File: src/rtl/i2cw_pkg.sv
`timescale 1ns/1ps
package i2cw_pkg;

   typedef enum logic [1:0] {
      ERR_NONE      = 2'd0,
      ERR_MIS_START = 2'd1,
      ERR_MIS_STOP  = 2'd2,
      ERR_STRAY     = 2'd3
   } err_e;

   typedef struct packed {
      logic start;
      logic stop;
      logic skew;
      logic scl_rise;
      logic scl_fall;
      logic sda;
   } cond_t;

endpackage

File: src/rtl/i2cw_sync.sv
`timescale 1ns/1ps
module i2cw_sync #(
   parameter int WIDTH   = 2,
   parameter int STAGES  = 2,
   parameter logic RST_LVL = 1'b1
) (
   input  logic             clk,
   input  logic             rst_n,
   input  logic [WIDTH-1:0] d_i,
   output logic [WIDTH-1:0] q_o
);

   if (STAGES < 2) begin : g_bad_stages
      $error("i2cw_sync: STAGES must be at least 2");
   end
   if (WIDTH < 1) begin : g_bad_width
      $error("i2cw_sync: WIDTH must be at least 1");
   end

   logic [WIDTH-1:0] st [STAGES];

   for (genvar s = 0; s < STAGES; s++) begin : g_stage
      always_ff @(posedge clk or negedge rst_n) begin
         if (!rst_n)
            st[s] <= {WIDTH{RST_LVL}};
         else if (s == 0)
            st[s] <= d_i;
         else
            st[s] <= st[(s == 0) ? 0 : s-1];
      end
   end

   assign q_o = st[STAGES-1];

endmodule

File: src/rtl/i2cw_cond.sv
`timescale 1ns/1ps
module i2cw_cond
   import i2cw_pkg::*;
(
   input  logic  clk,
   input  logic  rst_n,
   input  logic  scl_s,
   input  logic  sda_s,
   output cond_t cnd_o
);

   logic scl_q, sda_q;

   always_ff @(posedge clk or negedge rst_n) begin
      if (!rst_n) begin
         scl_q <= 1'b1;
         sda_q <= 1'b1;
      end else begin
         scl_q <= scl_s;
         sda_q <= sda_s;
      end
   end

   always_comb begin
      cnd_o.scl_rise = scl_s & ~scl_q;
      cnd_o.scl_fall = ~scl_s & scl_q;
      cnd_o.start    = scl_s & scl_q & sda_q & ~sda_s;
      cnd_o.stop     = scl_s & scl_q & ~sda_q & sda_s;
      cnd_o.skew     = scl_q & ~scl_s & (sda_s ^ sda_q);
      cnd_o.sda      = sda_s;
   end

endmodule

File: src/rtl/i2cw_frame.sv
`timescale 1ns/1ps
module i2cw_frame
   import i2cw_pkg::*;
#(
   parameter int BYTE_W = 8,
   parameter int CNT_W  = 4
) (
   input  logic              clk,
   input  logic              rst_n,
   input  cond_t             cnd_i,
   output logic              start_p,
   output logic              stop_p,
   output logic              busy_o,
   output logic              byte_p,
   output logic [BYTE_W-1:0] byte_o,
   output logic              byte_addr_o,
   output logic              ack_p,
   output logic              nack_p,
   output logic              err_p,
   output logic [1:0]        err_code_o,
   output logic [CNT_W-1:0]  err_pos_o
);

   if (BYTE_W < 2) begin : g_bad_byte
      $error("i2cw_frame: BYTE_W must be at least 2");
   end
   if ((1 << CNT_W) <= BYTE_W) begin : g_bad_cnt
      $error("i2cw_frame: CNT_W too narrow for BYTE_W+1 bits");
   end

   localparam logic [CNT_W-1:0] LAST_DATA = CNT_W'(BYTE_W - 1);
   localparam logic [CNT_W-1:0] ACK_POS   = CNT_W'(BYTE_W);

   logic              busy_q, have_q, smp_q, first_q;
   logic [CNT_W-1:0]  cnt_q;
   logic [BYTE_W-1:0] shr_q;

   always_ff @(posedge clk or negedge rst_n) begin
      if (!rst_n) begin
         busy_q      <= 1'b0;
         have_q      <= 1'b0;
         smp_q       <= 1'b0;
         first_q     <= 1'b0;
         cnt_q       <= '0;
         shr_q       <= '0;
         start_p     <= 1'b0;
         stop_p      <= 1'b0;
         byte_p      <= 1'b0;
         byte_o      <= '0;
         byte_addr_o <= 1'b0;
         ack_p       <= 1'b0;
         nack_p      <= 1'b0;
         err_p       <= 1'b0;
         err_code_o  <= ERR_NONE;
         err_pos_o   <= '0;
      end else begin
         start_p <= 1'b0;
         stop_p  <= 1'b0;
         byte_p  <= 1'b0;
         ack_p   <= 1'b0;
         nack_p  <= 1'b0;
         err_p   <= 1'b0;
         if (cnd_i.start) begin
            start_p <= 1'b1;
            busy_q  <= 1'b1;
            cnt_q   <= '0;
            have_q  <= 1'b0;
            first_q <= 1'b1;
            if (busy_q && cnt_q != '0) begin
               err_p      <= 1'b1;
               err_code_o <= ERR_MIS_START;
               err_pos_o  <= cnt_q;
            end
         end else if (cnd_i.stop) begin
            have_q <= 1'b0;
            cnt_q  <= '0;
            if (busy_q) begin
               stop_p <= 1'b1;
               busy_q <= 1'b0;
               if (cnt_q != '0) begin
                  err_p      <= 1'b1;
                  err_code_o <= ERR_MIS_STOP;
                  err_pos_o  <= cnt_q;
               end
            end else begin
               err_p      <= 1'b1;
               err_code_o <= ERR_STRAY;
               err_pos_o  <= '0;
            end
         end else if (busy_q) begin
            if (cnd_i.scl_rise) begin
               have_q <= 1'b1;
               smp_q  <= cnd_i.sda;
            end
            if (cnd_i.scl_fall) begin
               if (cnd_i.skew) begin
                  err_p      <= 1'b1;
                  err_code_o <= ERR_STRAY;
                  err_pos_o  <= cnt_q;
               end
               if (have_q) begin
                  have_q <= 1'b0;
                  if (cnt_q == ACK_POS) begin
                     cnt_q   <= '0;
                     first_q <= 1'b0;
                     ack_p   <= ~smp_q;
                     nack_p  <= smp_q;
                  end else begin
                     shr_q <= {shr_q[BYTE_W-2:0], smp_q};
                     cnt_q <= cnt_q + 1'b1;
                     if (cnt_q == LAST_DATA) begin
                        byte_p      <= 1'b1;
                        byte_o      <= {shr_q[BYTE_W-2:0], smp_q};
                        byte_addr_o <= first_q;
                     end
                  end
               end
            end
         end
      end
   end

   assign busy_o = busy_q;

   p_busy_rise_r2: assert property (@(posedge clk) disable iff (!rst_n)
      $rose(busy_o) |-> start_p);

   p_busy_fall_r3: assert property (@(posedge clk) disable iff (!rst_n)
      $fell(busy_o) |-> stop_p);

   p_ack_gap_r5: assert property (@(posedge clk) disable iff (!rst_n)
      (ack_p || nack_p) |-> (busy_o && !$past(byte_p)));

   p_mis_start_r7: assert property (@(posedge clk) disable iff (!rst_n)
      (err_p && err_code_o == ERR_MIS_START) |-> (start_p && err_pos_o != '0));

   p_mis_stop_r8: assert property (@(posedge clk) disable iff (!rst_n)
      (err_p && err_code_o == ERR_MIS_STOP) |-> (stop_p && !busy_o && err_pos_o != '0));

   p_idle_quiet_r10: assert property (@(posedge clk) disable iff (!rst_n)
      (!busy_o && !$past(busy_o)) |-> !(byte_p || ack_p || nack_p));

   p_start_once_r11: assert property (@(posedge clk) disable iff (!rst_n)
      start_p |=> !start_p);

   p_stop_once_r11: assert property (@(posedge clk) disable iff (!rst_n)
      stop_p |=> !stop_p);

endmodule

File: src/rtl/i2c_line_watch.sv
`timescale 1ns/1ps
module i2c_line_watch
   import i2cw_pkg::*;
#(
   parameter int BYTE_W      = 8,
   parameter int SYNC_STAGES = 2,
   localparam int CNT_W      = $clog2(BYTE_W + 1)
) (
   input  logic              clk,
   input  logic              rst_n,
   input  logic              scl_i,
   input  logic              sda_i,
   output logic              start_p,
   output logic              stop_p,
   output logic              busy_o,
   output logic              byte_p,
   output logic [BYTE_W-1:0] byte_o,
   output logic              byte_addr_o,
   output logic              ack_p,
   output logic              nack_p,
   output logic              err_p,
   output logic [1:0]        err_code_o,
   output logic [CNT_W-1:0]  err_pos_o
);

   logic [1:0] line_s;
   cond_t      cnd;

   i2cw_sync #(
      .WIDTH   (2),
      .STAGES  (SYNC_STAGES),
      .RST_LVL (1'b1)
   ) u_sync (
      .clk   (clk),
      .rst_n (rst_n),
      .d_i   ({scl_i, sda_i}),
      .q_o   (line_s)
   );

   i2cw_cond u_cond (
      .clk   (clk),
      .rst_n (rst_n),
      .scl_s (line_s[1]),
      .sda_s (line_s[0]),
      .cnd_o (cnd)
   );

   i2cw_frame #(
      .BYTE_W (BYTE_W),
      .CNT_W  (CNT_W)
   ) u_frame (
      .clk         (clk),
      .rst_n       (rst_n),
      .cnd_i       (cnd),
      .start_p     (start_p),
      .stop_p      (stop_p),
      .busy_o      (busy_o),
      .byte_p      (byte_p),
      .byte_o      (byte_o),
      .byte_addr_o (byte_addr_o),
      .ack_p       (ack_p),
      .nack_p      (nack_p),
      .err_p       (err_p),
      .err_code_o  (err_code_o),
      .err_pos_o   (err_pos_o)
   );

   p_start_stop_apart_r11: assert property (@(posedge clk) disable iff (!rst_n)
      !(start_p && stop_p));

   p_err_coded_r9: assert property (@(posedge clk) disable iff (!rst_n)
      err_p |-> (err_code_o != 2'd0));

endmodule

File: config.mk
export PLATFORM = sky130hd
export DESIGN_NAME = i2c_line_watch
export DESIGN_NICKNAME = d
export VERILOG_FILES = /design/src/rtl/i2cw_pkg.sv /design/src/rtl/i2cw_sync.sv /design/src/rtl/i2cw_cond.sv /design/src/rtl/i2cw_frame.sv /design/src/rtl/i2c_line_watch.sv
export SDC_FILE = /design/constraint.sdc
export NUM_CORES = 1
export LEC_CHECK = 0
export BUFFER_PORTS_ARGS = -buffer_cell sky130_fd_sc_hd__buf_4
export CAP_MARGIN = 20
export CORE_ASPECT_RATIO = 1.1
export CORE_MARGIN = 5
export CORE_UTILIZATION = 40
export DETAILED_ROUTE_END_ITERATION = 8
export PLACE_DENSITY = 0.7
export SYNTH_ARGS = -nofsm -noshare
export SYNTH_HDL_FRONTEND = slang
export SYNTH_SLANG_ARGS = --single-unit
File: constraint.sdc
create_clock -name clk -period 1.9 [get_ports clk]
set_clock_uncertainty 0.1 [all_clocks]
set_input_delay 0.19 -clock clk [delete_from_list [all_inputs] [get_ports clk]]
set_output_delay 0.19 -clock clk [all_outputs]
set_load 0.05 [all_outputs]
==> impl_metrics.toml <==
[floorplanning]
core_mm2 = 0.00438
die_x_um = 74.6
start_util_pct = 41.9
ios = 26
die_y_um = 81.1
fp.dieArea_mm2 = 0.00605
row_count = 25

[sta]
fin_tns_setup_ns = 0
slew_headroom_pct = 65.7
finalSetupViolCount = 0
timing.fmax_mhz = 562
tightest_slew_ns = 0.515
rsz0062_at_grt = "false"
maxSlewViolCount = 0
period_minus_slack_ns = 1.78
finalHoldViolCount = 0
post-route-period-util_pct = 93.6

[grt]
antenna_found_initial = 0
grt_pass1_wl_mm = 5.82
grt-ovfl-total = 0
grt_max_degree = 43
grt_pass1_vias = 1233
gr-usage-all-layers_pct = 12.4

[worst_setup_path]
r2r_end = "u_frame.shr_q[3]$_DFFE_PN0P_"
slowest_stage = "dfrtp_1"
cp-startpoint = "u_frame.cnt_q[1]$_DFFE_PN0P_"
reg2regPathDepth = 5
cp_data_arrival_time_ns = 1.86
critPathTopFamily = "flip-flops"
endpoint = "u_frame.shr_q[3]$_DFFE_PN0P_"
cp.depth = 5
cp.required_ns = 1.98
path_buf_inv = 1
end_kind = "flop"
path_class = "reg -> reg"
r2r_setup_slack_ns = 0.12
path_cells = "inv_1, ha_2, nand2_1, o21ai_2, mux2_2"
max_stage_delay_ns = 0.43
path_max_fanout = 7
reg2reg_from = "u_frame.cnt_q[1]$_DFFE_PN0P_"
cp-start-kind = "flop"

[logic_synthesis]
ys_ff_latch = 42
synth_ff_type = "dfrtp_1"
syn_inst = 145
yosysSeqAreaShare_pct = 57.6
avgSynthCellArea_um2 = 12.7
netlist_area_mm2 = 0.00184
synthesis.nets = 151
yosysWarnings = 0
synth_cell_types = 43
synth_edf_count = 0
async_flop_share_pct = 100

[cts]
clockBufferDepth = 2
cts_root_buffer = "clkbuf_8"
tritoncts = "yes"
clock_sink_count = 42
clk_pin_slew_ns = 0.08
clk_latency_ns = 0.29
htreeDepth = 2
cts-buffers-inserted = 5

[detailed_routing]
drt-pass1-iter-count = 4
drt_iter0_markers = 81
wirelength_mm = 3.34
wire_per_inst_um = 14.5
viasPerCell = 5.30
vias = 1224
route.detailed.drc = 0
drtAntennaViolNets = 0

[placement]
place.gp.congestion = 0.890
dp_cells = 219
dp_hpwl_mm = 2.33
io_buffer_count = 25

[worst_hold_path]
min_path_type = "reg -> reg"

[layout]
syn2layout_area_growth_pct = 20.4
most-common-layout-cells = "dfrtp_1 (36), buf_4 (28), mux2_2 (16)"
nNetsFinal = 182
final_cells = 231
drive_gt1_share_pct = 37.9
final_common_cell = "dfrtp_1"
diodes = 0

[run]
cap_violations = 0

[pwr]
ir_drop_uv = 561
leakagePower_nw = 1.07
p_per_area_mw_per_mm2 = 1000

[run_status]
status = "completed"
==> metrics by stage <==
stage / cell area [um^2] / setup WS (ns) / util (%) / power (W) / hold WS (ns)
after global routing: 2210 / 0.00428 / 50.5 / 0.00235 / 0.263
after global placement: 2070 / 0.157 / 47.3 / 0.00161 / 0.0959
after CTS: 2200 / 0.0225 / 50.1 / 0.00224 / 0.258
after detailed placement: 2070 / 0.0575 / 47.3 / 0.00163 / 0.102
after floorplan: 1840 / 0.0507 / - / 0.00147 / -0.206
final: 2210 / 0.121 / 50.5 / 0.00222 / 0.257
==> worst register-to-register path, stage by stage (launching register included) <==
cell and delay, ns:
dfrtp_1 0.43, inv_1 0.08, ha_2 0.19, nand2_1 0.12, o21ai_2 0.36, mux2_2 0.39
==> cells in the mapped netlist (3+ instances only) <==
| cell type | n | area, um^2 |
|---|---|---|
| mux2_2 | 16 | 180 |
| a21oi_1 | 5 | 25.0 |
| inv_1 | 11 | 41.3 |
| buf_2 | 5 | 25.0 |
| dfstp_2 | 6 | 158 |
| o21ai_0 | 6 | 30.0 |
| dfrtp_1 | 36 | 901 |
| mux2i_1 | 4 | 40.0 |
| nor3_1 | 3 | 15.0 |
| nand2_1 | 7 | 26.3 |
| nor2_1 | 6 | 22.5 |
==> power by group <==
part	internal [W]	leakage, nW	switching (W)
clock	0.000292	0.0472	0.000300
sequential	0.00102	0.536	0.000100
combinational	0.000208	0.484	0.000302
total	0.00152	1.07	0.000703
==> repair_timing <==
| action | in CTS | in global routing |
|---|---|---|
| gates resized for setup | 0 | 2 |
| hold endpoints to repair | 38 | 0 |
| endpoints found under the setup margin | 0 | 8 |
| hold buffers | 3 | 0 |
| setup buffers | 0 | 1 |
==> cell type report <==
| class | instances | area (um^2) |
|---|---|---|
| fillers | 398 | 2170 |
| flip-flops and latches | 42 | 1060 |
| multi-input cells | 85 | 708 |
| repair buffers | 31 | 240 |
| clock buffers | 6 | 82.6 |
| well taps | 54 | 67.6 |
| inverters | 11 | 41.3 |
| clock inverters | 2 | 12.5 |
==> layer usage <==
layer | GRT usage [%] | vias to the layer above | wire [um] | share of wire (%)
met1 | 16.2 | 609 | 1400 | 42
met5 | 0 | - | 0 | 0
li1 | - | 573 | - | -
met4 | 4.27 | 0 | 64 | 1.9
met3 | 3.34 | 8 | 181 | 5.4
met2 | 19.8 | 34 | 1700 | 51
==> registers in the layout, indices dropped and copies added, names as in the netlist, 2 cells and up <==
register / cells
u_frame.byte_o: 8
u_frame.cnt_q: 4
u_frame.err_code_o: 2
u_frame.err_pos_o: 4
u_frame.shr_q: 7
u_sync.q_o: 2
u_sync.st: 2
==> logic make-up (layout without fill, tap and decap cells) <==
logic type	count (synthesis)	in the layout	synth area share [%]
fa+ha+maj	2	2	1.36
compound gates	25	25	10.1
flops	42	42	57.6
xor+xnor	1	1	0.477
simple gates	36	36	13.4
mux	21	21	12.8
buf+inv	18	50	4.22
==> worst min-delay path by stage <==
stage	start	to	slack [ns]	depth (start not counted)
global placement	rst_n	u_frame.err_pos_o[2]$_DFFE_PN0P_	0.1	1
floorplan	rst_n	u_frame.ack_p$_DFF_PN0_	-0.21	0
CTS	u_sync.st[2]$_DFF_PN1_	u_sync.q_o[0]$_DFF_PN1_	0.26	0
finish	u_sync.st[2]$_DFF_PN1_	u_sync.q_o[0]$_DFF_PN1_	0.26	0
global route	u_sync.st[2]$_DFF_PN1_	u_sync.q_o[0]$_DFF_PN1_	0.26	0
detailed placement	rst_n	u_frame.err_p$_DFF_PN0_	0.10	1
No activity file was read; power rests on OpenSTA's default activity.
